## src/rtl/cdp_pkg.sv

```systemverilog
package cdp_pkg;

  // Saturating step for counters up to 8 bits wide; the caller truncates.
  function automatic logic [7:0] sat_step(input logic [7:0] cur,
                                          input logic [7:0] top,
                                          input logic       up);
    logic [7:0] r;
    if (up) r = (cur == top) ? cur : cur + 8'd1;
    else    r = (cur == 8'd0) ? cur : cur - 8'd1;
    return r;
  endfunction

endpackage

```

## src/rtl/cdp_ghist.sv

```systemverilog
module cdp_ghist #(
  parameter int M = 2
) (
  input  logic         clk,
  input  logic         rst_n,
  input  logic         shift_en,
  input  logic         bit_in,
  output logic [M-1:0] hist_o
);

  logic [M-1:0] hist_q;

  generate
    if (M > 1) begin : g_wide
      always_ff @(posedge clk) begin
        if (!rst_n)        hist_q <= '0;
        else if (shift_en) hist_q <= {hist_q[M-2:0], bit_in};
      end

      AST_HIST_AGE: assert property (@(posedge clk) disable iff (!rst_n)
        shift_en |=> hist_q[M-1:1] == $past(hist_q[M-2:0]));
    end else begin : g_one
      always_ff @(posedge clk) begin
        if (!rst_n)        hist_q <= '0;
        else if (shift_en) hist_q <= bit_in;
      end
    end
  endgenerate

  assign hist_o = hist_q;

  AST_HIST_NEWEST: assert property (@(posedge clk) disable iff (!rst_n)
    shift_en |=> hist_q[0] == $past(bit_in));
  AST_HIST_HOLD: assert property (@(posedge clk) disable iff (!rst_n)
    !shift_en |=> $stable(hist_q));

endmodule

```

## src/rtl/cdp_sat_step.sv

```systemverilog
module cdp_sat_step #(
  parameter int N = 2
) (
  input  logic [N-1:0] cur,
  input  logic         up,
  output logic [N-1:0] nxt
);
  import cdp_pkg::*;

  localparam logic [7:0] TOP = 8'((1 << N) - 1);

  logic [7:0] wide;

  always_comb begin
    wide = sat_step(8'(cur), TOP, up);
    nxt  = wide[N-1:0];
  end

endmodule

```

## src/rtl/cdp_table.sv

```systemverilog
module cdp_table #(
  parameter int IDXW = 6,
  parameter int N    = 2
) (
  input  logic            clk,
  input  logic            rst_n,
  input  logic [IDXW-1:0] rd_idx,
  output logic [N-1:0]    rd_ctr,
  input  logic            wr_en,
  input  logic [IDXW-1:0] wr_idx,
  input  logic            wr_up
);

  localparam int          DEPTH = 1 << IDXW;
  localparam logic [N-1:0] WEAK_NT = N'((1 << (N-1)) - 1);
  localparam logic [N-1:0] TOP     = N'((1 << N) - 1);

  logic [N-1:0] mem [DEPTH];
  logic [N-1:0] cur_ctr;
  logic [N-1:0] nxt_ctr;

  assign cur_ctr = mem[wr_idx];
  assign rd_ctr  = mem[rd_idx];

  cdp_sat_step #(.N(N)) u_step (
    .cur (cur_ctr),
    .up  (wr_up),
    .nxt (nxt_ctr)
  );

  always_ff @(posedge clk) begin
    if (!rst_n) begin
      for (int i = 0; i < DEPTH; i++) mem[i] <= WEAK_NT;
    end else if (wr_en) begin
      mem[wr_idx] <= nxt_ctr;
    end
  end

  AST_SAT_TOP: assert property (@(posedge clk) disable iff (!rst_n)
    (wr_en && wr_up && cur_ctr == TOP) |=> mem[$past(wr_idx)] == TOP);
  AST_SAT_BOTTOM: assert property (@(posedge clk) disable iff (!rst_n)
    (wr_en && !wr_up && cur_ctr == '0) |=> mem[$past(wr_idx)] == '0);
  AST_STEP_UP: assert property (@(posedge clk) disable iff (!rst_n)
    (wr_en && wr_up && cur_ctr != TOP) |=> mem[$past(wr_idx)] > $past(cur_ctr));
  AST_OTHER_KEPT: assert property (@(posedge clk) disable iff (!rst_n)
    (rd_idx != wr_idx) |=> mem[$past(rd_idx)] == $past(rd_ctr));

endmodule

```

## src/rtl/corr_dir_predictor.sv

```systemverilog
module corr_dir_predictor #(
  parameter int A = 4,
  parameter int M = 2,
  parameter int N = 2
) (
  input  logic         clk,
  input  logic         rst_n,
  input  logic         req_valid,
  output logic         req_ready,
  input  logic [A-1:0] req_pc,
  output logic         pred_valid,
  input  logic         pred_ready,
  output logic         pred_taken,
  output logic [M-1:0] pred_hist,
  input  logic         upd_valid,
  input  logic [A-1:0] upd_pc,
  input  logic [M-1:0] upd_hist,
  input  logic         upd_taken
);

  localparam int IDXW = A + M;

  logic [M-1:0]    ghist;
  logic [N-1:0]    sel_ctr;
  logic [IDXW-1:0] rd_idx;
  logic [IDXW-1:0] wr_idx;

  assign rd_idx = {req_pc, ghist};
  assign wr_idx = {upd_pc, upd_hist};

  cdp_table #(.IDXW(IDXW), .N(N)) u_table (
    .clk    (clk),
    .rst_n  (rst_n),
    .rd_idx (rd_idx),
    .rd_ctr (sel_ctr),
    .wr_en  (upd_valid),
    .wr_idx (wr_idx),
    .wr_up  (upd_taken)
  );

  cdp_ghist #(.M(M)) u_ghist (
    .clk      (clk),
    .rst_n    (rst_n),
    .shift_en (upd_valid),
    .bit_in   (upd_taken),
    .hist_o   (ghist)
  );

  assign pred_valid = req_valid;
  assign req_ready  = pred_ready;
  assign pred_taken = sel_ctr[N-1];
  assign pred_hist  = ghist;

  AST_HELD_REQ_STABLE: assert property (@(posedge clk) disable iff (!rst_n)
    (req_valid && !pred_ready && !upd_valid) |=>
      (!$stable(req_pc) || $stable(pred_taken)));

endmodule

```

## config.mk

```make
export PLATFORM = sky130hd
export DESIGN_NAME = corr_dir_predictor
export DESIGN_NICKNAME = d
export VERILOG_FILES = /design/src/rtl/cdp_pkg.sv /design/src/rtl/cdp_ghist.sv /design/src/rtl/cdp_sat_step.sv /design/src/rtl/cdp_table.sv /design/src/rtl/corr_dir_predictor.sv
export SDC_FILE = /design/constraint.sdc
export NUM_CORES = 1
export LEC_CHECK = 0
export BUFFER_PORTS_ARGS = -buffer_cell sky130_fd_sc_hd__clkbuf_2
export CORE_MARGIN = 5
export CORE_UTILIZATION = 55
export CTS_CLUSTER_DIAMETER = 100
export DETAILED_ROUTE_END_ITERATION = 8
export PLACE_DENSITY = 0.76
export SLEW_MARGIN = 10
export SYNTH_ARGS = -nofsm -noshare
export SYNTH_HDL_FRONTEND = slang
export SYNTH_SLANG_ARGS = --single-unit
```

## constraint.sdc

```tcl
create_clock -name clk -period 3.1 [get_ports clk]
set_input_delay 0.31 -clock clk [delete_from_list [all_inputs] [get_ports clk]]
set_output_delay 0.31 -clock clk [all_outputs]
set_load 0.1 [all_outputs]
```

==> tab_implementation.tex <==
\begin{tabular}{lr}
\hline
Metric & Value \\
\hline
\multicolumn{2}{l}{\textbf{Outcome}} \\
Run status & finished clean \\
\multicolumn{2}{l}{\textbf{STA}} \\
Final critical-path required period & between 3 and 4 ns \\
Max-slew violation total from the final report & 0 \\
Finish-stage setup viols & 0 \\
Final TNS setup & 0 ns \\
Slew HR & 32.1\% \\
Final Hold Viols & 0 \\
RSZ-0062 raised after global routing & yes \\
Maximum achievable frequency & $\sim$330 MHz \\
Worst setup skew after layout & 0.00764 ns \\
Share of the cycle needed by the critical path after routing & 98.0\% \\
Transition time of the tightest slew-check pin & between 1 and 1.5 ns \\
\multicolumn{2}{l}{\textbf{Hold path}} \\
Type of the most critical hold path & in2reg \\
\multicolumn{2}{l}{\textbf{Logic synthesis}} \\
Average cell area after synthesis & roughly 12 sq um \\
Cells after synthesis & 624 \\
Warnings from Yosys & 0 \\
Sequential cell area fraction in the yosys report & 53.9\% \\
Ranking of synthesized cells by area & sky130\_fd\_sc\_hd\_\_edfxtp\_1 (53\%), sky130\_fd\_sc\_hd\_\_mux4\_2 (10\%), sky130\_fd\_sc\_hd\_\_nor3\_1 (4.4\%) \\
Primary flip-flop cell chosen by synthesis mapping & sky130\_fd\_sc\_hd\_\_edfxtp\_1 \\
Count of distinct cell types in the synthesized netlist & 48 \\
Leading area contributor after synthesis & sky130\_fd\_sc\_hd\_\_edfxtp\_1 \\
Area share of the largest cell type after synthesis & between 50\% and 60\% \\
Share of flip-flops with an asynchronous set or reset after synthesis & 0\% \\
Flops \& latches, synth & 130 \\
Post-synth EDFFs & 128 \\
Syn Std Cell Area & 7200 sq um \\
Post-Syn Nets & 640 \\
\multicolumn{2}{l}{\textbf{Route}} \\
Number of detailed-routing iterations run before antenna repair & 6 \\
DR vias & $\sim$5500 \\
Total wire length after detailed routing & 19600 microns \\
Final antenna-violating net count & 0 \\
Routed wire length per instance & approximately 24 microns \\
Count of routing violations after the opening detailed-route iteration & 910 \\
Number of remaining DRC errors & 0 \\
DR vias/cell & roughly 6.8 \\
\multicolumn{2}{l}{\textbf{Layout}} \\
Number of filler instances in the final layout & 1015 \\
Proportion of layout cells with a drive suffix above 1 & 21.7\% \\
\# nets final & 643 \\
Commonest cells after routing, fill and taps aside & sky130\_fd\_sc\_hd\_\_edfxtp\_1 (128), sky130\_fd\_sc\_hd\_\_o21ai\_0 (64), sky130\_fd\_sc\_hd\_\_nor3\_1 (64) \\
Post-synthesis to final-layout area growth & 12.1\% \\
Commonest non-fill, non-tap cell in the layout & sky130\_fd\_sc\_hd\_\_edfxtp\_1 \\
Utilization of the core after routing & 63.5\% \\
Diodes inserted & 0 \\
\multicolumn{2}{l}{\textbf{Clock tree}} \\
Number of buffers created by CTS & 17 \\
Worst-skew pair later-pin latency & 0.42 ns \\
Deepest level of the CTS H-tree & 4 \\
CTS tree & done \\
Hold\_buf cts & 0 \\
Clock sinks & 130 \\
Clock slew seen by the registers of the worst setup and hold paths & roughly 0.060 ns \\
Clock root buffer master & sky130\_fd\_sc\_hd\_\_clkbuf\_16 \\
Maximum root-to-sink buffer count & 2 \\
\multicolumn{2}{l}{\textbf{Critical path}} \\
WS Path Type & reg2out \\
Largest fanout of any net on the critical path & 13 \\
Sort of element at the end of the critical path & output port \\
Data arrival, critical path & 2.73 ns \\
Most Frequent Cell on Critical Path & sky130\_fd\_sc\_hd\_\_mux4\_2 \\
Req. time, crit path & roughly 2.8 ns \\
Worst setup SP type & flip-flop \\
Top delay family on crit path & multiplexers \\
Peak per-stage delay on the critical path & 0.53 ns \\
Sequence of cells on the critical path & buf\_12 > mux4\_2 > mux4\_2 > mux4\_2 > buf\_8 \\
CP max-delay cell & sky130\_fd\_sc\_hd\_\_mux4\_2 \\
Worst Path Buf+Inv & 2 \\
\multicolumn{2}{l}{\textbf{Die}} \\
Number of placement rows & 41 \\
Standard cell core area & between 10000 and 15000 sq um \\
Die W & between 100 and 150 microns \\
Number of I/O pins & 21 \\
Die extent in y & 124 microns \\
Starting density of the core & between 50\% and 60\% \\
Die area & about 15000 sq um \\
\multicolumn{2}{l}{\textbf{Global routing}} \\
Largest net degree at the start of global routing & 44 \\
Total gr overflow & 0 \\
Global-route wire length before repair & 30600 microns \\
Number of global-route vias before repair & 5318 \\
All-Layer GR Usage & around a quarter \\
Number of antenna violations at the first check in global routing & 0 \\
\multicolumn{2}{l}{\textbf{Flow run}} \\
Max\_cap viols & 0 \\
\multicolumn{2}{l}{\textbf{Placement}} \\
Routability-driven placement congestion ratio & between 0.9 and 1 \\
Post-DP HPWL & 13500 microns \\
I/O Buffers & 16 \\
\multicolumn{2}{l}{\textbf{Power and ir drop}} \\
Worst IR drop on VDD & 0.378 mV \\
Power density over the cells & 558 nW/um\^{}2 \\
Leakage power & 2.44 nW \\
\hline
\end{tabular}
[final timing paths]
kind              depth (start not counted)         startpoint  slack [ns]                  to
setup / recovery                          5  u_ghist.hist_o[0]        0.06          pred_taken
hold / removal                            3          upd_taken        0.17   u_ghist.hist_o[0]
setup reg to reg                          8  u_table.mem[5][1]        0.36  u_table.mem[20][0]
hold reg to reg                           2  u_ghist.hist_o[1]        0.70   u_ghist.hist_o[1]
[repair_timing]
| action | CTS | global route |
|---|---|---|
| buffers inserted | 2 | 0 |
| endpoints found under the setup margin | 1 | 1 |
| gates cloned | 0 | 0 |
| pin swaps | 0 | 0 |
| gates resized for setup | 2 | 1 |
[logic make-up after synthesis]
logic type | share of synthesized area [%]
adder cells (fa/ha/maj) | 0.295
AO/OA/AOI/OAI | 10.3
buffers and inverters | 6.62
AND/OR/NAND/NOR | 15.6
flip-flops | 53.9
multiplexers | 13.3
[sequential cells by signal (all words and copies together) (netlist names)]
signal / cells
u_ghist.hist_o: 2
u_table.mem: 128
[stage by stage]
step / area, sq um / instances / worst slack (ns) / hold slack (ns) / total power [mW]
after detailed placement: 7450 / 778 / 0.0454 / 0.614 / 2.58
after floorplan: 7210 / 624 / 0.00348 / 0.478 / 2.45
after global routing: 8070 / 812 / -0.00144 / 0.189 / 4.62
after CTS: 8070 / 812 / 0.0290 / 0.168 / 4.50
final: 8070 / 812 / 0.0606 / 0.174 / 4.51
after global placement: 7450 / 778 / 0.0956 / 0.589 / 2.57
[cell type report]
type | instances | area (sq um) | area share [%]
Clock buffer | 18 | 429 | 5.32
Sequential cell | 130 | 3890 | 48.2
Multi-Input combinational cell | 410 | 2840 | 35.2
Timing Repair Buffer | 64 | 538 | 6.66
Tap cell | 172 | 215 | 2.67
Inverter | 4 | 15.0 | 0.186
Clock inverter | 14 | 141 | 1.75
[power by group]
| part | total (mW) | internal [mW] | switching (mW) | leakage (nW) |
|---|---|---|---|---|
| logic | 0.568 | 0.201 | 0.366 | 1.00 |
| clock network | 1.94 | 1.18 | 0.759 | 0.273 |
| registers | 2.00 | 1.97 | 0.0324 | 1.16 |
| total | 4.51 | 3.35 | 1.16 | 2.44 |
[per-layer routing]
| layer | vias to the layer above | GRT usage (%) | share of wire, % |
|---|---|---|---|
| li1 | 2387 | - | - |
| met1 | 2673 | 34.2 | 37 |
| met2 | 406 | 39.8 | 48 |
| met3 | 55 | 6.82 | 11 |
| met4 | 0 | 11.1 | 3.9 |
| met5 | - | 0 | 0 |
[synth_stat cells, types with 5 or more instances]
| cell | count |
|---|---|
| sky130_fd_sc_hd__nand3_1 | 16 |
| sky130_fd_sc_hd__nand4_1 | 15 |
| sky130_fd_sc_hd__mux2_2 | 7 |
| sky130_fd_sc_hd__mux2i_1 | 16 |
| sky130_fd_sc_hd__a221o_1 | 5 |
| sky130_fd_sc_hd__edfxtp_1 | 128 |
| sky130_fd_sc_hd__nor2_1 | 52 |
| sky130_fd_sc_hd__nand2_1 | 57 |
| sky130_fd_sc_hd__o22ai_1 | 6 |
| sky130_fd_sc_hd__nor2b_1 | 9 |
| sky130_fd_sc_hd__buf_4 | 5 |
| sky130_fd_sc_hd__a22oi_1 | 10 |
| sky130_fd_sc_hd__nor3_1 | 64 |
| sky130_fd_sc_hd__buf_2 | 11 |
| sky130_fd_sc_hd__mux4_2 | 32 |
| sky130_fd_sc_hd__and3_1 | 5 |
| sky130_fd_sc_hd__o21ai_0 | 64 |
| sky130_fd_sc_hd__a221oi_1 | 5 |
| sky130_fd_sc_hd__clkbuf_1 | 46 |
| sky130_fd_sc_hd__buf_6 | 15 |
[worst reg2reg max path, stage by stage (launching register included)]
cell                       delay [ns]
sky130_fd_sc_hd__edfxtp_1        0.40
sky130_fd_sc_hd__mux2_2          0.29
sky130_fd_sc_hd__a221o_1         0.29
sky130_fd_sc_hd__a22oi_1         0.29
sky130_fd_sc_hd__o22ai_1         0.13
sky130_fd_sc_hd__nor4_2          0.34
sky130_fd_sc_hd__maj3_2          0.33
sky130_fd_sc_hd__buf_12          0.21
sky130_fd_sc_hd__nand4_1         0.16
No activity file was read; power rests on OpenSTA's default activity.
